--- config.mk ---
export PLATFORM = sky130hd
export DESIGN_NAME = quad_step_decoder
export DESIGN_NICKNAME = d
export VERILOG_FILES = /design/src/rtl/qdec_pkg.sv /design/src/rtl/qdec_sync.sv /design/src/rtl/qdec_step.sv /design/src/rtl/qdec_rate_filter.sv /design/src/rtl/quad_step_decoder.sv
export SDC_FILE = /design/constraint.sdc
export NUM_CORES = 1
export LEC_CHECK = 0
export BUFFER_PORTS_ARGS = -buffer_cell sky130_fd_sc_hd__clkbuf_2
export CAP_MARGIN = 0
export CORE_AREA = 2 2 39 41
export DETAILED_ROUTE_END_ITERATION = 10
export DIE_AREA = 0 0 41 43
export PLACE_DENSITY_LB_ADDON = 0.25
export SYNTH_ARGS = -nofsm -noshare
export SYNTH_HDL_FRONTEND = slang
export SYNTH_HIERARCHICAL = 1
export SYNTH_SLANG_ARGS = --single-unit
--- constraint.sdc ---
create_clock -name clk -period 2.35 [get_ports clk]
set_input_delay 0.47 -clock clk [delete_from_list [all_inputs] [get_ports clk]]
set_output_delay 0.47 -clock clk [all_outputs]
set_load 0.01 [all_outputs]
--- src/rtl/qdec_pkg.sv ---
package qdec_pkg;

  localparam int AB_W = 2;

  typedef enum logic [1:0] {
    RATE_X1  = 2'b00,
    RATE_X2  = 2'b01,
    RATE_X4  = 2'b10,
    RATE_X4B = 2'b11
  } rate_t;

  // Classified transition between two consecutive phase samples
  typedef struct packed {
    logic legal;   // exactly one Gray position moved
    logic up;      // moved forward along 00,01,11,10
    logic a_moved; // channel A toggled
    logic b_high;  // B was high before and after the move
  } step_t;

  // Position of a {A,B} sample in the forward Gray order
  function automatic logic [1:0] phase_of(input logic [1:0] ab);
    case (ab)
      2'b00:   phase_of = 2'd0;
      2'b01:   phase_of = 2'd1;
      2'b11:   phase_of = 2'd2;
      default: phase_of = 2'd3;
    endcase
  endfunction

endpackage

--- src/rtl/qdec_sync.sv ---
module qdec_sync #(
  parameter int STAGES = 2
) (
  input  logic clk,
  input  logic rst,
  input  logic din,
  output logic dout
);

  logic [STAGES-1:0] chain;

  // Reset preloads the present level so release creates no edge
  always_ff @(posedge clk) begin
    if (rst) chain <= {STAGES{din}};
    else     chain <= {chain[STAGES-2:0], din};
  end

  assign dout = chain[STAGES-1];

endmodule

--- src/rtl/qdec_step.sv ---
module qdec_step
  import qdec_pkg::*;
(
  input  logic            clk,
  input  logic            rst,
  input  logic [AB_W-1:0] seed_ab,
  input  logic [AB_W-1:0] cur_ab,
  output logic [AB_W-1:0] prev_ab,
  output step_t           step
);

  logic [1:0] ph_cur;
  logic [1:0] ph_prev;
  logic [1:0] ph_diff;

  always_ff @(posedge clk) begin
    if (rst) prev_ab <= seed_ab;
    else     prev_ab <= cur_ab;
  end

  always_comb begin
    ph_cur       = phase_of(cur_ab);
    ph_prev      = phase_of(prev_ab);
    ph_diff      = ph_cur - ph_prev;
    step.legal   = (ph_diff == 2'd1) || (ph_diff == 2'd3);
    step.up      = (ph_diff == 2'd1);
    step.a_moved = cur_ab[1] ^ prev_ab[1];
    step.b_high  = cur_ab[0] & prev_ab[0];
  end

endmodule

--- src/rtl/qdec_rate_filter.sv ---
module qdec_rate_filter
  import qdec_pkg::*;
(
  input  logic       clk,
  input  logic       rst,
  input  logic [1:0] rate,
  input  step_t      step,
  output logic       cnt_en,
  output logic       cnt_up
);

  logic take;

  always_comb begin
    case (rate_t'(rate))
      RATE_X1: take = step.legal & step.a_moved & step.b_high;
      RATE_X2: take = step.legal & step.a_moved;
      default: take = step.legal;
    endcase
  end

  always_ff @(posedge clk) begin
    if (rst) begin
      cnt_en <= 1'b0;
      cnt_up <= 1'b0;
    end else begin
      cnt_en <= take;
      cnt_up <= take & step.up;
    end
  end

  // four-count rate strobes on every legal step
  a_r3_every_step: assert property (@(posedge clk) disable iff (rst)
    (rate[1] && step.legal) |=> cnt_en);

  // reverse steps never report up
  a_r4_reverse_down: assert property (@(posedge clk) disable iff (rst)
    (step.legal && !step.up) |=> !cnt_up);

  // two-count rate ignores steps without an A edge
  a_r5_b_only_ignored: assert property (@(posedge clk) disable iff (rst)
    (rate == 2'b01 && !step.a_moved) |=> !cnt_en);

  // one-count rate ignores A edges with B low
  a_r6_b_low_ignored: assert property (@(posedge clk) disable iff (rst)
    (rate == 2'b00 && !step.b_high) |=> !cnt_en);

  // direction idle when no strobe
  a_r9_up_idle_low: assert property (@(posedge clk) disable iff (rst)
    !cnt_en |-> !cnt_up);

endmodule

--- src/rtl/quad_step_decoder.sv ---
module quad_step_decoder
  import qdec_pkg::*;
#(
  parameter int SYNC_STAGES = 2
) (
  input  logic       clk,
  input  logic       rst,
  input  logic       enc_a,
  input  logic       enc_b,
  input  logic [1:0] rate,
  output logic       cnt_en,
  output logic       cnt_up
);

  logic [AB_W-1:0] raw_ab;
  logic [AB_W-1:0] cur_ab;
  logic [AB_W-1:0] prev_ab;
  step_t           step;

  assign raw_ab = {enc_a, enc_b};

  for (genvar i = 0; i < AB_W; i++) begin : g_sync
    qdec_sync #(.STAGES(SYNC_STAGES)) u_sync (
      .clk  (clk),
      .rst  (rst),
      .din  (raw_ab[i]),
      .dout (cur_ab[i])
    );
  end

  qdec_step u_step (
    .clk     (clk),
    .rst     (rst),
    .seed_ab (raw_ab),
    .cur_ab  (cur_ab),
    .prev_ab (prev_ab),
    .step    (step)
  );

  qdec_rate_filter u_filter (
    .clk    (clk),
    .rst    (rst),
    .rate   (rate),
    .step   (step),
    .cnt_en (cnt_en),
    .cnt_up (cnt_up)
  );

  // a double-bit jump between samples is never counted
  a_r7_jump_dropped: assert property (@(posedge clk) disable iff (rst)
    ((cur_ab ^ prev_ab) == 2'b11) |=> !cnt_en);

endmodule

==> impl_metrics.yaml, run 1 <==
run_status:
  status: "complete, no violations"
setup_path:
  endpoint_kind: "flop"
  slowest_delay_ns: 0.34
  worstPathCellList: "xor2_1, ha_1, nor2b_1, mux2_1, inv_1, a211oi_2"
  worst-setup-path-type: "flop to flop"
  r2r-start: "u_step/prev_ab[1]$_DFF_P_"
  worstPathRequired_ns: 2.48
  crit_path_start_kind: "flop"
  reg2reg_depth: 6
  crit_slowest_cell: "dfxtp_1"
  crit_fanout: 3
  r2r_slack_ns: 0.99
  cp.arrival_ns: 1.49
  timing.rr.end: "u_filter/cnt_up$_SDFF_PP0_"
sta:
  slew_headroom_pct: 87.8
  worst_clock_skew_ns: 0.000172
  fin_crit_ns: 1.36
  setup_viol: 0
  worstMarginPinSlew_ns: 0.182
  fmax_mhz: 735
  slew_violations: 0
  fin_setup_tns_ns: 0
  rsz0062_at_grt: "false"
  period_share_pct: 57.9
  finalHoldViolCount: 0
power:
  power.leakage_nw: 0.192
  combPwrFrac_pct: 20.7
  vdd_drop_max_mv: 0.298
  p_sw_uw: 79.9
  power_frac_clock_pct: 31.0
  p_int_uw: 242
  pwr_density_cell_nw_per_um2: 781
  seqPwrFrac_pct: 48.3
  swShare_pct: 24.9
global_route:
  grt_pass1_vias: 222
  overflow: 0
  grt_usage_pct: 7.57
  grt_pass1_wl_um: 834
  antenna_found_initial: 0
  grt_start_max_net_pins: 6
logic_synthesis:
  synth.distinct_cells: 16
  ys_seq_area_share_pct: 47.9
  syn_nets: 34
  synth_cells: 27
  yosys_warnings: 6
  synth-seq-cells: 8
  syn-cell-area_um2: 334
  syn_avg_cell_area_um2: 12.4
clock_network:
  cts_tree: "built"
  clk_pin_slew_ns: 0.05
  htree_levels: 1
  numClockSinks: 8
  cts_made_buffers: 3
  post_cts_resized: 0
  post_cts_buffers: 0
  ctsHoldBuffers: 0
  clock_latency_ns: 0.24
  clock_tree.root_cell: "clkbuf_4"
  clk_path_buf_depth: 2
job:
  maxCapViolations: 0
drt:
  via_count: 208
  ant_nets: 0
  firstDrtPassIters: 2
  drt-total-wl_um: 443
  vias_per_cell: 3.92
  drc_errors: 0
  post_drt_wl_per_cell_um: 8.36
  drt_iter0_drc: 1
floorplan:
  core_um2: 1380
  row_count: 14
  num_io_pins: 8
  chipWidth_um: 41
  die_area_um2: 1760
  initial_core_util_pct: 24.1
  die_y_um: 43
placed_design:
  placed_cells: 50
  routabilityCongestion: 0.672
  portBuffers: 7
worst_hold_path:
  min_to: "g_sync[1].u_sync/chain[0]$_DFF_P_"
  hold_class: "primary input to flop"
  hp-start: "enc_a"
  hold_path_depth: 1
finish:
  num-nets-final: 46
  diodes: 0
  num-fill-cells: 150
  fin_cells: 53
  drive_gt1_share_pct: 45.9
  area_delta_synth_final_pct: 23.2
==> flip-flops by register name (all words and copies together) (netlist names) <==
signal               cells
g_sync.u_sync/chain      4
u_filter/cnt_up          1
u_step/prev_ab           2
u_filter/cnt_en          1
==> stage by stage <==
stage / instance area (um^2) / power (mW) / hold WS (ns) / utilization [%] / setup slack (ns)
2_1_floorplan: 334 / 0.209 / 0.437 / - / 1.05
4_1_cts: 412 / 0.329 / 0.348 / 29.7 / 0.973
6_report: 412 / 0.321 / 0.354 / 29.7 / 0.990
3_3_place_gp: 389 / 0.224 / 0.442 / 28.1 / 1.00
3_5_place_dp: 389 / 0.226 / 0.447 / 28.1 / 0.981
5_1_grt: 412 / 0.347 / 0.362 / 29.7 / 0.880
==> logic make-up after synthesis <==
group | after synthesis | synth area share [%]
adders and majority gates | 1 | 3.74
xor gates and xnor gates | 3 | 10.1
and+or+nand+nor | 4 | 8.99
buffers and inverters | 3 | 3.37
DFF | 8 | 47.9
AOI/OAI and AO/OA | 3 | 6.74
muxes | 5 | 19.1
==> synthesized netlist by cell type (all sizes together) <==
| library cell | instances | area [um^2] |
|---|---|---|
| inv | 3 | 11.3 |
| and2 | 1 | 6.26 |
| ha | 1 | 12.5 |
| o21ai | 1 | 5.00 |
| a21oi | 1 | 5.00 |
| nor2b | 1 | 6.26 |
| mux2 | 5 | 63.8 |
| a211oi | 1 | 12.5 |
| xnor2 | 1 | 8.76 |
| nor2 | 1 | 3.75 |
| xor2 | 2 | 25.0 |
| dfxtp | 8 | 160 |
| nand2b | 1 | 13.8 |
==> layer usage <==
metal	wire (um)	global-route usage, %	vias up
li1	-	-	108
met1	174	7.84	94
met2	235	10.3	4
met3	28	4.71	2
met4	5	6.00	0
met5	0	0	-
==> placed cells by master (no fill, tap or decap), drive strengths merged <==
| cell type | n |
|---|---|
| nand2b | 1 |
| o21ai | 1 |
| nor2b | 1 |
| inv | 3 |
| a211oi | 1 |
| clkbuf | 10 |
| xnor2 | 1 |
| nor2 | 1 |
| a21oi | 1 |
| xor2 | 2 |
| mux2 | 5 |
| dfxtp | 8 |
| ha | 1 |
| and2 | 1 |
==> how the worst max path moves through the flow <==
stage                                 endpoint  depth (start not counted)  slack (ns)                              start
finish              u_filter/cnt_up$_SDFF_PP0_                          6        0.99          u_step/prev_ab[1]$_DFF_P_
global route        u_filter/cnt_up$_SDFF_PP0_                          6        0.88  g_sync[1].u_sync/chain[1]$_DFF_P_
CTS                 u_filter/cnt_up$_SDFF_PP0_                          6        0.97  g_sync[1].u_sync/chain[1]$_DFF_P_
detailed placement  u_filter/cnt_up$_SDFF_PP0_                          6        0.98  g_sync[1].u_sync/chain[1]$_DFF_P_
global placement    u_filter/cnt_up$_SDFF_PP0_                          6        1.00  g_sync[1].u_sync/chain[1]$_DFF_P_
floorplan           u_filter/cnt_up$_SDFF_PP0_                          6        1.05          u_step/prev_ab[1]$_DFF_P_
==> final cells by class <==
class,count,area [um^2],area share [%]
timing repair buffer,7,35.0,8.51
tap,16,20.0,4.86
clock buffer,3,22.5,5.47
inverter,3,11.3,2.74
sequential,8,160,38.9
multi-input combinational,16,163,39.5
==> power groups by stage <==
stage / logic, mW / registers (mW) / clock network (mW)
6_report: 0.0666 / 0.155 / 0.0998
2_1_floorplan: 0.0497 / 0.159 / 0
5_1_grt: 0.0771 / 0.157 / 0.113
4_1_cts: 0.0683 / 0.155 / 0.106
3_5_place_dp: 0.0682 / 0.158 / 0
3_3_place_gp: 0.0662 / 0.158 / 0
==> worst max-delay path, delay by kind of cell (launching register included) <==
| kind | cells | cell delay, ns |
|---|---|---|
| flip-flops | 1 | 0.34 |
| adder cells (fa/ha/maj) | 1 | 0.31 |
| multiplexers | 1 | 0.29 |
| XOR/XNOR | 1 | 0.15 |
| buffers and inverters | 1 | 0.07 |
| AND/OR/NAND/NOR | 1 | 0.05 |
| AO/OA/AOI/OAI | 1 | 0.03 |
Power figures use the tool's default switching activity.
==> inputs of run 2 (changes only) <==
==> constraint.sdc (replaced) <==
create_clock -name clk -period 1.2 [get_ports clk]
set_input_delay 0.24 -clock clk [delete_from_list [all_inputs] [get_ports clk]]
set_output_delay 0.24 -clock clk [all_outputs]
set_load 0.01 [all_outputs]
==> run 2 against run 1 <==
  * The run now ends with negative setup slack left
  * Final cell count increased by 5.7%
  * Clock skew increased by 0.0041 ns
  * Setup slack got worse by 1.1 ns
  * Sequential share of layout area decreased by 1.6 points
  * Non-clock buffer count increased by 3
  * Global-route usage increased by 1.4 points
  * Via count increased by 6.7%
  * Largest power group unchanged
  * Highest routed layer unchanged
  * Critical path type unchanged
  * Sequential cell count unchanged
  * Core utilization increased by 2.3 points
  * Worst hold slack got worse by 0.23 ns
==> impl_metrics.yaml, run 2 (same netlist as run 1, synthesis figures left out) <==
setup_path:
  endpoint_kind: "flop"
  cp.depth: 6
  crit_path_start_kind: "flop"
  worstPathCellList: "xor2_1, ha_1, nor2_1, mux2_4, inv_2, a211oi_2"
  crit_slowest_cell: "dfxtp_2"
  cp.arrival_ns: 1.41
  worst-setup-path-type: "flop to flop"
  reg2reg_depth: 6
  slowest_delay_ns: 0.32
  crit_buf_inv: 1
  critPathTopFamily: "flip-flops"
  crit_fanout: 3
  worstPathRequired_ns: 1.34
  r2r_slack_ns: -0.07
finish:
  layout_commonest_cell: "clkbuf_2"
  diodes: 0
  multi_input_area_um2: 166
  num-nets-final: 49
  register_area_um2: 165
  area_delta_synth_final_pct: 32.6
  drive_gt1_share_pct: 65.0
  top_regs: "g_sync.u_sync/chain x4, u_step/prev_ab x2"
  largest_reg_flops: 4
  top_register: "g_sync.u_sync/chain"
  num-fill-cells: 155
  utilization_pct: 32.0
  final_cell_mix: "clkbuf_2 (7), dfxtp_1 (4), dfxtp_2 (4)"
clock_network:
  clock_tree.root_cell: "clkbuf_4"
  clock_latency_ns: 0.25
  numClockSinks: 8
  clk_pin_slew_ns: 0.05
  cts_tree: "built"
  cts_made_buffers: 3
  clk_path_buf_depth: 2
  ctsHoldBuffers: 0
  htree_levels: 1
drt:
  vias_per_cell: 3.96
  ant_nets: 0
  drc_errors: 0
  post_drt_wl_per_cell_um: 9.36
  drt-total-wl_um: 524
  firstDrtPassIters: 1
  drt_iter0_drc: 0
  via_count: 222
sta:
  worst_clock_skew_ns: 0.00430
  fmax_mhz: 784
  period_share_pct: 106
  finalHoldViolCount: 0
  fin_crit_ns: 1.27
  hold_slack_ns: 0.119
  slew_violations: 0
  slew_headroom_pct: 87.2
  setup_ws_ns: -0.0747
  setup_viol: 1
  rsz0062_at_grt: "true"
  worstMarginPinSlew_ns: 0.191
floorplan:
  core_um2: 1380
  initial_core_util_pct: 24.1
  num_io_pins: 8
  row_count: 14
  die_area_um2: 1760
  chipWidth_um: 41
  die_y_um: 43
placed_design:
  portBuffers: 7
  routabilityCongestion: 0.718
  pre_cts_ws_ns: -0.101
  dp_hpwl_um: 422
job:
  maxCapViolations: 0
power:
  pwr_density_cell_nw_per_um2: 1500
  vdd_drop_max_mv: 0.391
  total_power_uw: 664
  power.leakage_nw: 0.209
run_status:
  status: "finished, violations left"
  violations: "negative setup slack"
global_route:
  grt_pass1_wl_um: 938
  grt_usage_pct: 8.95
  overflow: 0
  antenna_found_initial: 0
  grt_start_max_net_pins: 6
  grt_pass1_vias: 241
worst_hold_path:
  hold_path_depth: 1
  hold_class: "primary input to flop"
-- run 2: final timing paths --
kind | start | end
setup / recovery | u_step/prev_ab[0]$_DFF_P_ | u_filter/cnt_up$_SDFF_PP0_
hold reg to reg | g_sync[1].u_sync/chain[0]$_DFF_P_ | g_sync[1].u_sync/chain[1]$_DFF_P_
setup reg to reg | u_step/prev_ab[0]$_DFF_P_ | u_filter/cnt_up$_SDFF_PP0_
hold / removal | enc_a | g_sync[1].u_sync/chain[0]$_DFF_P_
-- run 2: final cells by class --
class                           count  area share [%]
Tap cell                           16            4.52
Timing Repair Buffer               10            13.0
Clock buffer                        3            5.08
Sequential cell                     8            37.3
Multi-Input combinational cell     16            37.6
Inverter                            3            2.54
-- run 2: metal layers --
layer | track usage, % | wire length (um) | vias to the layer above
met5 | 0 | 0 | -
met4 | 10.0 | 5 | 0
met3 | 4.71 | 34 | 2
met2 | 13.1 | 288 | 4
met1 | 7.44 | 195 | 102
li1 | - | - | 114
-- run 2: where the power goes --
group	switching [mW]	leakage, nW	internal [mW]
logic	0.0721	0.129	0.0883
clock network	0.0868	0.0138	0.114
registers	0.0104	0.0670	0.292
-- run 2: what timing repair did --
action / 4_1_cts / 5_1_grt
buffers inserted: 1 / 0
endpoints found under the hold margin: 0 / 0
setup endpoints to repair: 1 / 1
pin swaps: 1 / 0
gates resized for setup: 1 / 2
-- run 2: through the flow --
step                      setup TNS (ns)  cells  cell area, um^2
after floorplan                  -0.0481     27              339
after global placement           -0.0754     52              409
after detailed placement          -0.101     52              409
after CTS                        -0.0881     56              440
after global routing              -0.153     56              443
final                            -0.0747     56              443
